===== config.mk =====
export PLATFORM = sky130hd
export DESIGN_NAME = tone_xcvr_hostif
export DESIGN_NICKNAME = d
export VERILOG_FILES = /design/src/rtl/tone_xcvr_pkg.sv /design/src/rtl/xcvr_bus_ctrl.sv /design/src/rtl/xcvr_burst_timer.sv /design/src/rtl/xcvr_regfile.sv /design/src/rtl/tone_xcvr_hostif.sv
export SDC_FILE = /design/constraint.sdc
export NUM_CORES = 1
export LEC_CHECK = 0
export ABC_CLOCK_PERIOD_IN_PS = 2000
export BUFFER_PORTS_ARGS = -buffer_cell sky130_fd_sc_hd__buf_4
export CORE_MARGIN = 5
export CORE_UTILIZATION = 45
export CTS_CLUSTER_SIZE = 25
export DETAILED_ROUTE_END_ITERATION = 8
export HOLD_SLACK_MARGIN = 0.06
export SLEW_MARGIN = 5
export SYNTH_ARGS = -nofsm -noshare
export SYNTH_HDL_FRONTEND = slang
export SYNTH_SLANG_ARGS = --single-unit

===== constraint.sdc =====
create_clock -name clk -period 2 [get_ports clk]
set_input_delay 0.1 -clock clk [delete_from_list [all_inputs] [get_ports clk]]
set_output_delay 0.1 -clock clk [all_outputs]
set_load 0.02 [all_outputs]

===== src/rtl/tone_xcvr_pkg.sv =====
package tone_xcvr_pkg;
  localparam int DATA_W = 4;

  typedef struct packed {
    logic selB;
    logic irqEn;
    logic cpMode;
    logic toneEn;
  } ctlA_t;

  typedef struct packed {
    logic highGroup;
    logic oneTone;
    logic testMode;
    logic burstOff;
  } ctlB_t;

  typedef struct packed {
    logic              wrTx;
    logic              wrCtlA;
    logic              wrCtlB;
    logic              rdStat;
    logic [DATA_W-1:0] data;
  } busStrobe_t;

  typedef enum logic [1:0] {
    PH_IDLE  = 2'd0,
    PH_BURST = 2'd1,
    PH_PAUSE = 2'd2
  } phase_t;
endpackage


===== src/rtl/xcvr_bus_ctrl.sv =====
module xcvr_bus_ctrl
  import tone_xcvr_pkg::*;
(
  input  logic              clk,
  input  logic              rstN,
  input  logic              hostSelN,
  input  logic              hostAddr,
  input  logic              hostRead,
  input  logic              hostStrobe,
  input  logic [DATA_W-1:0] hostWrData,
  output busStrobe_t        strobes,
  output logic              selPending
);
  logic              prevStrobe;
  logic              prevSelN;
  logic              prevAddr;
  logic              prevRead;
  logic [DATA_W-1:0] prevData;
  logic              accessEnd;

  always_ff @(posedge clk) begin
    if (!rstN) begin
      prevStrobe <= 1'b0;
      prevSelN   <= 1'b1;
      prevAddr   <= 1'b0;
      prevRead   <= 1'b0;
      prevData   <= '0;
    end else begin
      prevStrobe <= hostStrobe;
      prevSelN   <= hostSelN;
      prevAddr   <= hostAddr;
      prevRead   <= hostRead;
      prevData   <= hostWrData;
    end
  end

  // Access completes on the edge after the strobe falls, using the
  // attributes seen during the last strobe cycle.
  assign accessEnd = prevStrobe && !hostStrobe && !prevSelN;

  always_comb begin
    strobes        = '0;
    strobes.data   = prevData;
    strobes.wrTx   = accessEnd && !prevRead && !prevAddr;
    strobes.wrCtlA = accessEnd && !prevRead && prevAddr && !selPending;
    strobes.wrCtlB = accessEnd && !prevRead && prevAddr && selPending;
    strobes.rdStat = accessEnd && prevRead && prevAddr;
  end

  always_ff @(posedge clk) begin
    if (!rstN) begin
      selPending <= 1'b0;
    end else if (strobes.wrCtlA) begin
      selPending <= prevData[3];
    end else if (strobes.wrCtlB) begin
      selPending <= 1'b0;
    end
  end
endmodule


===== src/rtl/xcvr_burst_timer.sv =====
module xcvr_burst_timer
  import tone_xcvr_pkg::*;
#(
  parameter int TICK_DIV    = 250000,
  parameter int BURST_TICKS = 51
) (
  input  logic clk,
  input  logic rstN,
  input  logic start,
  input  logic burstOn,
  input  logic cpMode,
  output logic burstActive,
  output logic burstDone
);
  localparam int LONG_TICKS = 2 * BURST_TICKS;
  localparam int DIV_W      = $clog2(TICK_DIV) + 1;
  localparam int TICK_W     = $clog2(LONG_TICKS) + 1;

  phase_t            phase;
  logic [DIV_W-1:0]  divCnt;
  logic [TICK_W-1:0] tickCnt;
  logic [TICK_W-1:0] lenQ;
  logic              tick;
  logic              lastTick;

  assign tick     = (divCnt == DIV_W'(TICK_DIV - 1));
  assign lastTick = tick && (tickCnt == lenQ - 1'b1);

  always_ff @(posedge clk) begin
    if (!rstN || !burstOn) begin
      phase   <= PH_IDLE;
      divCnt  <= '0;
      tickCnt <= '0;
      lenQ    <= TICK_W'(BURST_TICKS);
    end else if (start) begin
      phase   <= PH_BURST;
      divCnt  <= '0;
      tickCnt <= '0;
      lenQ    <= cpMode ? TICK_W'(LONG_TICKS) : TICK_W'(BURST_TICKS);
    end else if (phase != PH_IDLE) begin
      if (tick) begin
        divCnt <= '0;
        if (lastTick) begin
          tickCnt <= '0;
          phase   <= (phase == PH_BURST) ? PH_PAUSE : PH_IDLE;
        end else begin
          tickCnt <= tickCnt + 1'b1;
        end
      end else begin
        divCnt <= divCnt + 1'b1;
      end
    end
  end

  assign burstActive = (phase == PH_BURST);
  assign burstDone   = burstOn && !start && (phase == PH_PAUSE) && lastTick;
endmodule


===== src/rtl/xcvr_regfile.sv =====
module xcvr_regfile
  import tone_xcvr_pkg::*;
(
  input  logic              clk,
  input  logic              rstN,
  input  busStrobe_t        strobes,
  input  logic              hostSelN,
  input  logic              hostAddr,
  input  logic              hostRead,
  input  logic              hostStrobe,
  input  logic              rxLatched,
  input  logic [DATA_W-1:0] rxCode,
  input  logic              rxSteer,
  input  logic              burstActive,
  input  logic              burstDone,
  output ctlA_t             ctlAQ,
  output ctlB_t             ctlBQ,
  output logic              txEmptyQ,
  output logic              rxFullQ,
  output logic [DATA_W-1:0] hostRdData,
  output logic              hostRdOe,
  output logic [DATA_W-1:0] txDigit,
  output logic              toneGate,
  output logic              irqN
);
  logic [DATA_W-1:0] rxReg;
  logic [DATA_W-1:0] statusWord;
  logic              txEmptyVis;

  always_ff @(posedge clk) begin
    if (!rstN) begin
      ctlAQ   <= '0;
      ctlBQ   <= '0;
      txDigit <= '0;
      rxReg   <= '0;
    end else begin
      if (strobes.wrCtlA) ctlAQ   <= ctlA_t'(strobes.data);
      if (strobes.wrCtlB) ctlBQ   <= ctlB_t'(strobes.data);
      if (strobes.wrTx)   txDigit <= strobes.data;
      if (rxLatched)      rxReg   <= rxCode;
    end
  end

  // Set wins over the read clear so an event on the clearing edge survives.
  always_ff @(posedge clk) begin
    if (!rstN) begin
      rxFullQ  <= 1'b0;
      txEmptyQ <= 1'b0;
    end else begin
      if (rxLatched)           rxFullQ <= 1'b1;
      else if (strobes.rdStat) rxFullQ <= 1'b0;

      if (ctlBQ.burstOff)      txEmptyQ <= 1'b0;
      else if (burstDone)      txEmptyQ <= 1'b1;
      else if (strobes.rdStat) txEmptyQ <= 1'b0;
    end
  end

  assign txEmptyVis = txEmptyQ && !ctlBQ.burstOff;
  assign statusWord = {!rxSteer, rxFullQ, txEmptyVis, rxFullQ || txEmptyVis};

  always_comb begin
    hostRdOe   = hostStrobe && !hostSelN && hostRead;
    hostRdData = '0;
    if (hostRdOe) hostRdData = hostAddr ? statusWord : rxReg;
  end

  assign toneGate = ctlAQ.toneEn && (ctlBQ.burstOff || burstActive);

  always_comb begin
    if (ctlAQ.cpMode)        irqN = 1'b1;
    else if (ctlBQ.testMode) irqN = !rxSteer;
    else if (ctlAQ.irqEn)    irqN = !(rxFullQ || txEmptyVis);
    else                     irqN = 1'b1;
  end
endmodule


===== src/rtl/tone_xcvr_hostif.sv =====
module tone_xcvr_hostif
  import tone_xcvr_pkg::*;
#(
  parameter int TICK_DIV    = 250000,
  parameter int BURST_TICKS = 51
) (
  input  logic        clk,
  input  logic        rstN,
  input  logic        hostSelN,
  input  logic        hostAddr,
  input  logic        hostRead,
  input  logic        hostStrobe,
  input  logic [3:0]  hostWrData,
  output logic [3:0]  hostRdData,
  output logic        hostRdOe,
  input  logic        rxLatched,
  input  logic [3:0]  rxCode,
  input  logic        rxSteer,
  output logic [3:0]  txDigit,
  output logic        toneGate,
  output logic        oneTone,
  output logic        highGroup,
  output logic        irqN
);
  busStrobe_t strobes;
  logic       selPending;
  ctlA_t      ctlAQ;
  ctlB_t      ctlBQ;
  logic       txEmptyQ;
  logic       rxFullQ;
  logic       burstActive;
  logic       burstDone;

  xcvr_bus_ctrl u_ctrl (
    .clk, .rstN, .hostSelN, .hostAddr, .hostRead, .hostStrobe, .hostWrData,
    .strobes, .selPending
  );

  xcvr_burst_timer #(.TICK_DIV(TICK_DIV), .BURST_TICKS(BURST_TICKS)) u_timer (
    .clk, .rstN,
    .start(strobes.wrTx && !ctlBQ.burstOff),
    .burstOn(!ctlBQ.burstOff),
    .cpMode(ctlAQ.cpMode),
    .burstActive, .burstDone
  );

  xcvr_regfile u_regs (
    .clk, .rstN, .strobes, .hostSelN, .hostAddr, .hostRead, .hostStrobe,
    .rxLatched, .rxCode, .rxSteer, .burstActive, .burstDone,
    .ctlAQ, .ctlBQ, .txEmptyQ, .rxFullQ, .hostRdData, .hostRdOe,
    .txDigit, .toneGate, .irqN
  );

  assign oneTone   = ctlBQ.oneTone;
  assign highGroup = ctlBQ.highGroup;
endmodule


==> results, run 1 <==
- The number of placed instances, taps included, is 399.
- The area of the mapped netlist is 2700 um2.
- For the worst setup path, the data required time is 2270 ps.
- The post-route netlist has 17.8% of its cells at a drive strength greater than 1.
- The number of nets in the layout is 367.
- The worst relative slew slack is 52.7%.
- The root buffer cell chosen for the clock tree is clkbuf_8.
- In the final routed layout, each cell accounts on average for 13.5 um.
- The total inserted antenna cells is 0.
- Clock-pin slew was measured on the worst setup and hold paths at 60 ps.
- The die extent in y is 87.5 um.
- Before antenna repair, the detailed router went through 4 iterations.
- The final layout contains routed wiring with a total length of 5780 um.
- The largest net degree at the start of global routing is 28.
- The number of ports placed on the die boundary is 29.
- The worst hold margin is 137 ps.
- The maximum single-stage delay on the critical path is 420 ps.
- In the routed design, unresolved DRC markers number 0.
- The H-tree generated during clock tree synthesis spans 3 levels.
- The synthesized netlist contains 53 unique library cells.
- The worst setup skew after layout is 7.58 ps.
- The critical path goes through ha_1, nand4_4, or3_4, or4_1, a21oi_1.
- Excluding fillers, the count of instances in the completed layout stands at 429.
- Setup repair after global routing left no endpoint under its margin.
- The power per standard cell area is 750 nW/um2.
- The residual overflow from global routing is 0.
- After detailed routing, the number of vias per cell comes to 5.38.
- The critical path buffer and inverter count is 0.
- The register area share after synthesis is 42.2%.
- The initial DRC count is 108.
- The critical path start-end classification is flop to flop.
- The synthesis-stage register bit count is 57.
- The number of max-slew violations in the final report is 0.
- The floorplan has 28 rows.
- The starting utilization of the core area is 45.9%.
- Sorting the synthesized cells by area gives the leading types as dfxtp_1, mux2i_1, nand3_1.
- Data on the critical path arrives at its endpoint at 2160 ps.
- The synthesized design devotes to its leading area cell type 42.2% of total area.
- Relative to the synthesized area, the layout overhead comes to 26.1%.
- The primary flip-flop cell chosen by synthesis mapping is dfxtp_1.
- The worst setup path is captured at a flop.
- The count of filler cells inserted in the layout is 521.
- Among all stages on the critical path, the largest delay is contributed by or3_4.
- After layout, the worst path uses 94.3% of the clock period.
- For this run, the number of Yosys warnings is 0.
- The post-detailed-route count of antenna-violating nets is 0.
- The deepest clock path buffer count is 2.
- The core footprint is 5890 um2.
- The clock latency of the later-clocked register in the worst-skew pair is 340 ps.
- The first global-routing pass estimated 9880 um of wire.
- Global routing used 16.5% of the available tracks.
- The sum of negative setup slack is 0 ps.
- Max-cap violations in this run came to 0.
- Setup violations remaining at the end of the flow were counted as 0.
- In this run the worst path has a maximum fanout of 6.
- The number of antenna violations at the first check in global routing is 0.
- Summed over all instances, the cell type with the most area after synthesis is dfxtp_1.
- The number of hold violations in the final report was 0.
- The total nets after synthesis is 314.
- The type of the worst min-delay path is input pin to flop.
- The via count of the first global-routing pass is 2121.
- During placement, the flow inserted port buffers numbering 28.
- The static leakage is 1.26 nW.
- The worst setup path is launched from a flop.
- The number of clock sinks is 57.
- TritonCTS built the clock tree.
- Based on the critical path, the design can be clocked at up to 0.530 GHz.
- For the pin with the worst max-slew slack, the measured transition is 709 ps.
- The run finished with clean final reports.
- The number of enable flip-flop cells after synthesis is 0.
- After synthesis, the mean cell area works out to 9.13 um2.
- The number of resized instances in the post-cts repair step is 0.
- The routed layout has 2309 vias.
- Detailed placement ended at an HPWL of 4050 um.
- The floorplan step set the die width to 87.5 um.
- In this run, CTS created clock tree buffers numbering 9.
- The maximum vdd ir drop is 0.000528 V.
- The cell family contributing the most delay on the critical path is simple AND/OR/NAND/NOR gates.
- The area of the die is 7650 um2.
- At the end of routability-driven placement, the weighted congestion stood at 0.797.
- The shortest clock period the worst path allows after layout is 1890 ps.
- The fraction of synthesis flops using an asynchronous set or reset pin is 0%.
- Synthesis produced 296 cells.
synth_stat cells (7+ instances only):
cell type  count
clkbuf_1       7
dfxtp_1       57
mux2i_1       15
and2_1         7
or4_1          8
a21oi_1       16
nor2b_1       13
nand3_1       18
nor2_1        23
nand2_1       21
o21ai_0       14
power by group:
part	internal, mW	switching [mW]	total [mW]
clock	0.769	0.463	1.23
combinational	0.0777	0.0606	0.138
sequential	1.16	0.0247	1.18
total	2.01	0.548	2.55
cell usage in the layout (no fill, tap or decap), types with 3 or more instances in the layout:
cell,count
buf_4,39
inv_1,3
nand4_1,6
nand4b_1,5
clkbuf_8,11
xnor2_1,3
dlygate4sd3_1,14
nand2_1,21
mux2i_1,15
nand2b_1,6
nor3b_1,3
a31oi_1,5
dfxtp_1,57
xor2_1,6
o21ai_0,14
a21boi_0,5
nor3_1,5
and4_1,3
nor2b_1,13
and3_1,3
nand3_1,18
and2_1,7
a21oi_1,16
nor2_1,23
or4_1,8
o31ai_1,6
final cells by class:
type,instances,area [um2],area share (%)
Clock buffer,12,155,4.56
Clock inverter,4,75.1,2.20
Inverter,3,11.3,0.331
Multi-Input combinational cell,225,1500,43.9
Sequential cell,57,1140,33.5
Tap cell,75,93.8,2.76
Timing Repair Buffer,53,433,12.7
metrics by stage:
stage | power [mW] | cell area, um2 | util [%] | setup WS, ps
floorplan | 1.27 | 2700 | - | 224
global placement | 1.33 | 3040 | 51.6 | 202
detailed placement | 1.33 | 3040 | 51.6 | 150
global route | 2.66 | 3410 | 57.9 | 19.3
finish | 2.55 | 3410 | 57.9 | 114
CTS | 2.58 | 3410 | 57.9 | 115
state kept, by name (all words and copies together) (netlist names), 3 cells and up:
name / count
u_timer.divCnt: 19
u_timer.tickCnt: 8
u_ctrl.prevData: 4
u_regs.ctlBQ: 4
u_regs.rxReg: 4
u_regs.txDigit: 4
u_regs.ctlAQ: 3
per-layer routing:
metal / vias up / GRT usage, % / wire length (um)
li1: 1197 / - / -
met1: 1059 / 20.6 / 2770
met2: 45 / 26.1 / 2680
met3: 8 / 5.87 / 238
met4: 0 / 6.28 / 91
met5: - / 0 / 0
worst reg2reg max path: stages (launching register included):
cell and delay (ps):
dfxtp_1 410, ha_1 280, nand4_4 150, or3_4 420, or4_1 410, a21oi_1 150
final timing paths:
path	start	to	slack (ps)	depth (start not counted)
worst max-delay path	u_timer.divCnt[0]	u_timer.divCnt[18]	110	5
worst min register to register	u_regs.txDigit[3]	u_regs.txDigit[3]	460	2
worst max register to register	u_timer.divCnt[0]	u_timer.divCnt[18]	110	5
worst min-delay path	rstN	u_regs.txDigit[3]	140	2
cells by family (layout without fill, tap and decap cells):
group / count (synthesis) / after routing / share of synthesized area, %
AND/OR/NAND/NOR: 139 / 139 / 31.9
AO/OA/AOI/OAI: 60 / 60 / 14.1
flip-flops: 57 / 57 / 42.2
multiplexers: 15 / 15 / 5.56
buffers and inverters: 14 / 72 / 2.36
XOR/XNOR: 9 / 9 / 2.92
adder cells (fa/ha/maj): 2 / 2 / 0.926
what timing repair did:
| action | in CTS | in global routing |
|---|---|---|
| hold endpoints to repair | 13 | 0 |
| hold buffers | 14 | 0 |
| setup buffers | 0 | 0 |
No activity file was read; power rests on OpenSTA's default activity.
==> run 2: changes to the inputs <==
--- a/config.mk
+++ b/config.mk
@@ -5,6 +5,7 @@
 export SDC_FILE = /design/constraint.sdc
 export NUM_CORES = 1
 export LEC_CHECK = 0
+export ABC_AREA = 1
 export ABC_CLOCK_PERIOD_IN_PS = 2000
 export BUFFER_PORTS_ARGS = -buffer_cell sky130_fd_sc_hd__buf_4
 export CORE_MARGIN = 5
==> run 2 against run 1 <==
Against the previous run:
- combinational power decreased by 3%
- maximum frequency grew 13%
- cell area increased by 2.6%
- critical path depth increased by 5
- sequential share of layout area fell by 0.85 points
==> results, run 2 <==
- The path class of the tightest hold or removal check is input pin to flop.
- Counting I/O delays and the setup requirement, the final critical path takes 1670 ps.
- After clock tree synthesis, the setup repair step added 0 buffers.
- The number of max-slew violations in the final report is 0.
- Data on the critical path arrives at its endpoint at 1890 ps.
- The sum of negative setup slack is 0 ps.
- Summing over every cut layer, the via total after detailed routing is 2674.
- The slew at the pin closest to its max-slew limit is 459 ps.
- The worst path meets setup with 333 ps of slack.
- The net count of the finished layout is 506.
- The register area share after synthesis is 40.0%.
- The total inserted antenna cells is 0.
- The largest net degree at the start of global routing is 25.
- By startpoint and endpoint, the worst setup path is classified as flop to flop.
- The final-report setup violation count is 0.
- The clock slew at the register clock pins of the worst setup and hold paths is 70 ps.
- During I/O placement, the number of pins put on the boundary was 29.
- Routability-driven placement finished with a final weighted congestion of 0.852.
- The final HPWL from detailed placement is 4760 um.
- In the post-synthesis netlist, the cell with the most instances is nand2_1.
- The fraction of synthesis flops using an asynchronous set or reset pin is 0%.
- The clock latency of the later-clocked register in the worst-skew pair is 340 ps.
- Ranked by flip-flop count, first place goes to u_timer.divCnt.
- The number of resized instances in the post-cts repair step is 0.
- The register with the most flip-flops in the layout has 19 of them.
- The number of enable flip-flop cells after synthesis is 0.
- The floorplan step set the die width to 89.6 um.
- The H-tree level count is 3.
- The count of standard-cell rows is 29.
- dfxtp_1 takes more of the synthesized area than any other cell.
- By count the netlist is led by nand2_1, nor2_1, inv_1.
- The post-detailed-route count of antenna-violating nets is 0.
- The longest clock path from root to sink contains 2 buffers.
- The worst setup skew after layout is 12.2 ps.
- The residual overflow from global routing is 0.
- The category of the worst setup path capture point is a flop.
- In the synthesized netlist the dominant register cell turns out to be dfxtp_1.
- The worst relative slew slack is 69.4%.
- The CTS tree is done.
- The worst hold margin is 86.5 ps.
- The pre-antenna-repair detailed-routing pass consisted of 4 iterations.
- The post-layout instance area is 3490 um2.
- The critical path required time is 2220 ps.
- In this run the worst path has a maximum fanout of 9.
- The clock net in this run drives a total of 57 sinks.
- The total nets after synthesis is 455.
- The number of CTS-inserted buffers is 9.
- From bottom edge to top edge, the die measures 89.6 um.
- The mean number of vias per cell is 4.70.
- The first-pass GRT wire length is 11400 um.
- The commonest non-fill, non-tap cell in the layout is nand2_1.
- The finished layout holds 569 standard cells, fillers aside.
- The run finished with clean final reports.
- The average wire per cell in the routed design is 11.4 um.
- After filler insertion, the fill cell instance count of the layout stands at 630.
- In this run the static leakage power is 1.59 nW.
- The max-capacitance violation count is 0.
- In the final layout, the share of cells above drive strength 1 is 12.6%.
- The initial utilization of the core area, before any placement, comes to 45.7%.
- The worst register-to-register path has a setup slack of 330 ps.
- The worst setup slack after placement is 351 ps.
- The overall global routing resource usage is 18.4%.
- The count of hold buffers inserted by post-cts repair is 15.
- In the routed design, unresolved DRC markers number 0.
- The period utilization is 83.4%.
- The total of buffers placed on input and output ports is 28.
- After synthesis the netlist holds a flip-flop and latch count of 57.
- Setup repair after global routing left no endpoint under its margin.
- For this design the ratio of total power to cell area is 676 nW/um2.
- The maximum clock frequency is 0.600 GHz.
- The root buffer cell chosen for the clock tree is clkbuf_8.
- Dividing the synthesized area by the synthesized cell count gives 6.52 um2.
- Leaving out fill and tap cells, the most frequent cells in the layout are nand2_1, nor2_1, inv_1, dfxtp_1.
- The growth of design area from synthesis to finish is 22.6%.
- The largest registers in the layout are u_timer.divCnt x19, u_timer.tickCnt x8.
- Summing every instance area after synthesis gives 2850 um2.
- The die covers 8030 um2.
- The worst setup path is launched from a flop.
- Including well taps, the total number of placed cells is 539.
- The number of hold violations in the final report is 0.
- The total power draw is 2.36 mW.
- The instance count of the mapped netlist is 437.
- The core region is 6240 um2.
- The total wirelength of the detailed-routed design is 6500 um.
- The via count of the first global-routing pass is 2480.
- The Yosys step of the flow raised 0 warnings.
- The number of antenna violations at the first check in global routing is 0.
- The maximum vdd ir drop is 0.000408 V.
- The detailed router finished its first iteration with 103 violations.
- Synthesis instantiated 28 different standard cells from the library.
- The area share of the largest cell type after synthesis is 40.0%.
- The end-of-flow core utilization is 56.0%.
- The placed instances occupy a cell area of 3150 um2.
- In the post-synthesis netlist, the biggest area contributors are dfxtp_1, nand2_1, nor2_1.
run 2: cell count changes after synthesis, sizes merged, moves of 5 or more:
cell,change
nand2b,-6
nand3,+13
nor2,+75
nor2b,-13
inv,+60
mux2i,-15
nand4b,-5
o21ai,+8
and2,-7
nand2,+91
o31ai,-6
or4,-8
clkbuf,-5
run 2: cells by family (layout without fill, tap and decap cells):
group | Yosys count | in the layout | share of synthesized area (%)
buffers and inverters | 68 | 123 | 9.04
AO/OA/AOI/OAI | 42 | 42 | 7.68
XOR/XNOR | 9 | 9 | 2.77
flip-flops | 57 | 57 | 40.0
adder cells (fa/ha/maj) | 2 | 2 | 0.878
AND/OR/NAND/NOR | 259 | 259 | 39.6
run 2: routing by layer:
layer / wire length [um] / global-route usage [%] / vias to the layer above
li1: - / - / 1465
met1: 3200 / 24.6 / 1153
met2: 2960 / 28.1 / 45
met3: 224 / 3.47 / 11
met4: 116 / 9.61 / 0
met5: 0 / 0 / -
run 2: critical path, cell delays in order (launching register included):
cell and delay, ps:
dfxtp_1 400, ha_1 190, nand3_1 110, inv_1 180
nand3_4 120, nor2_8 160, nand2_4 80, nand2_4 150
inv_2 60, nand2_1 50, nor2_1 30
run 2: power by group:
group	total (mW)	switching [mW]	leakage [nW]	internal [mW]
clock	1.06	0.464	0.0981	0.599
combinational	0.134	0.0688	1.03	0.0653
sequential	1.17	0.0116	0.463	1.15
total	2.36	0.544	1.59	1.82
run 2: layout make-up:
cell class	count	area, um2	area share [%]
clock buffer	10	138	3.94
clock inverter	5	56.3	1.61
inverter	63	236	6.77
multi-input combinational	312	1450	41.5
sequential	57	1140	32.7
tap	77	96.3	2.76
timing repair buffer	45	375	10.7
run 2: worst paths after layout:
path	startpoint	to	cells past startpoint
worst max-delay path	u_timer.divCnt[0]	u_timer.divCnt[15]	10
worst min-delay path	rxCode[2]	u_regs.rxReg[2]	3
worst min register to register	u_regs.rxReg[2]	u_regs.rxReg[2]	2
worst max register to register	u_timer.divCnt[0]	u_timer.divCnt[15]	10
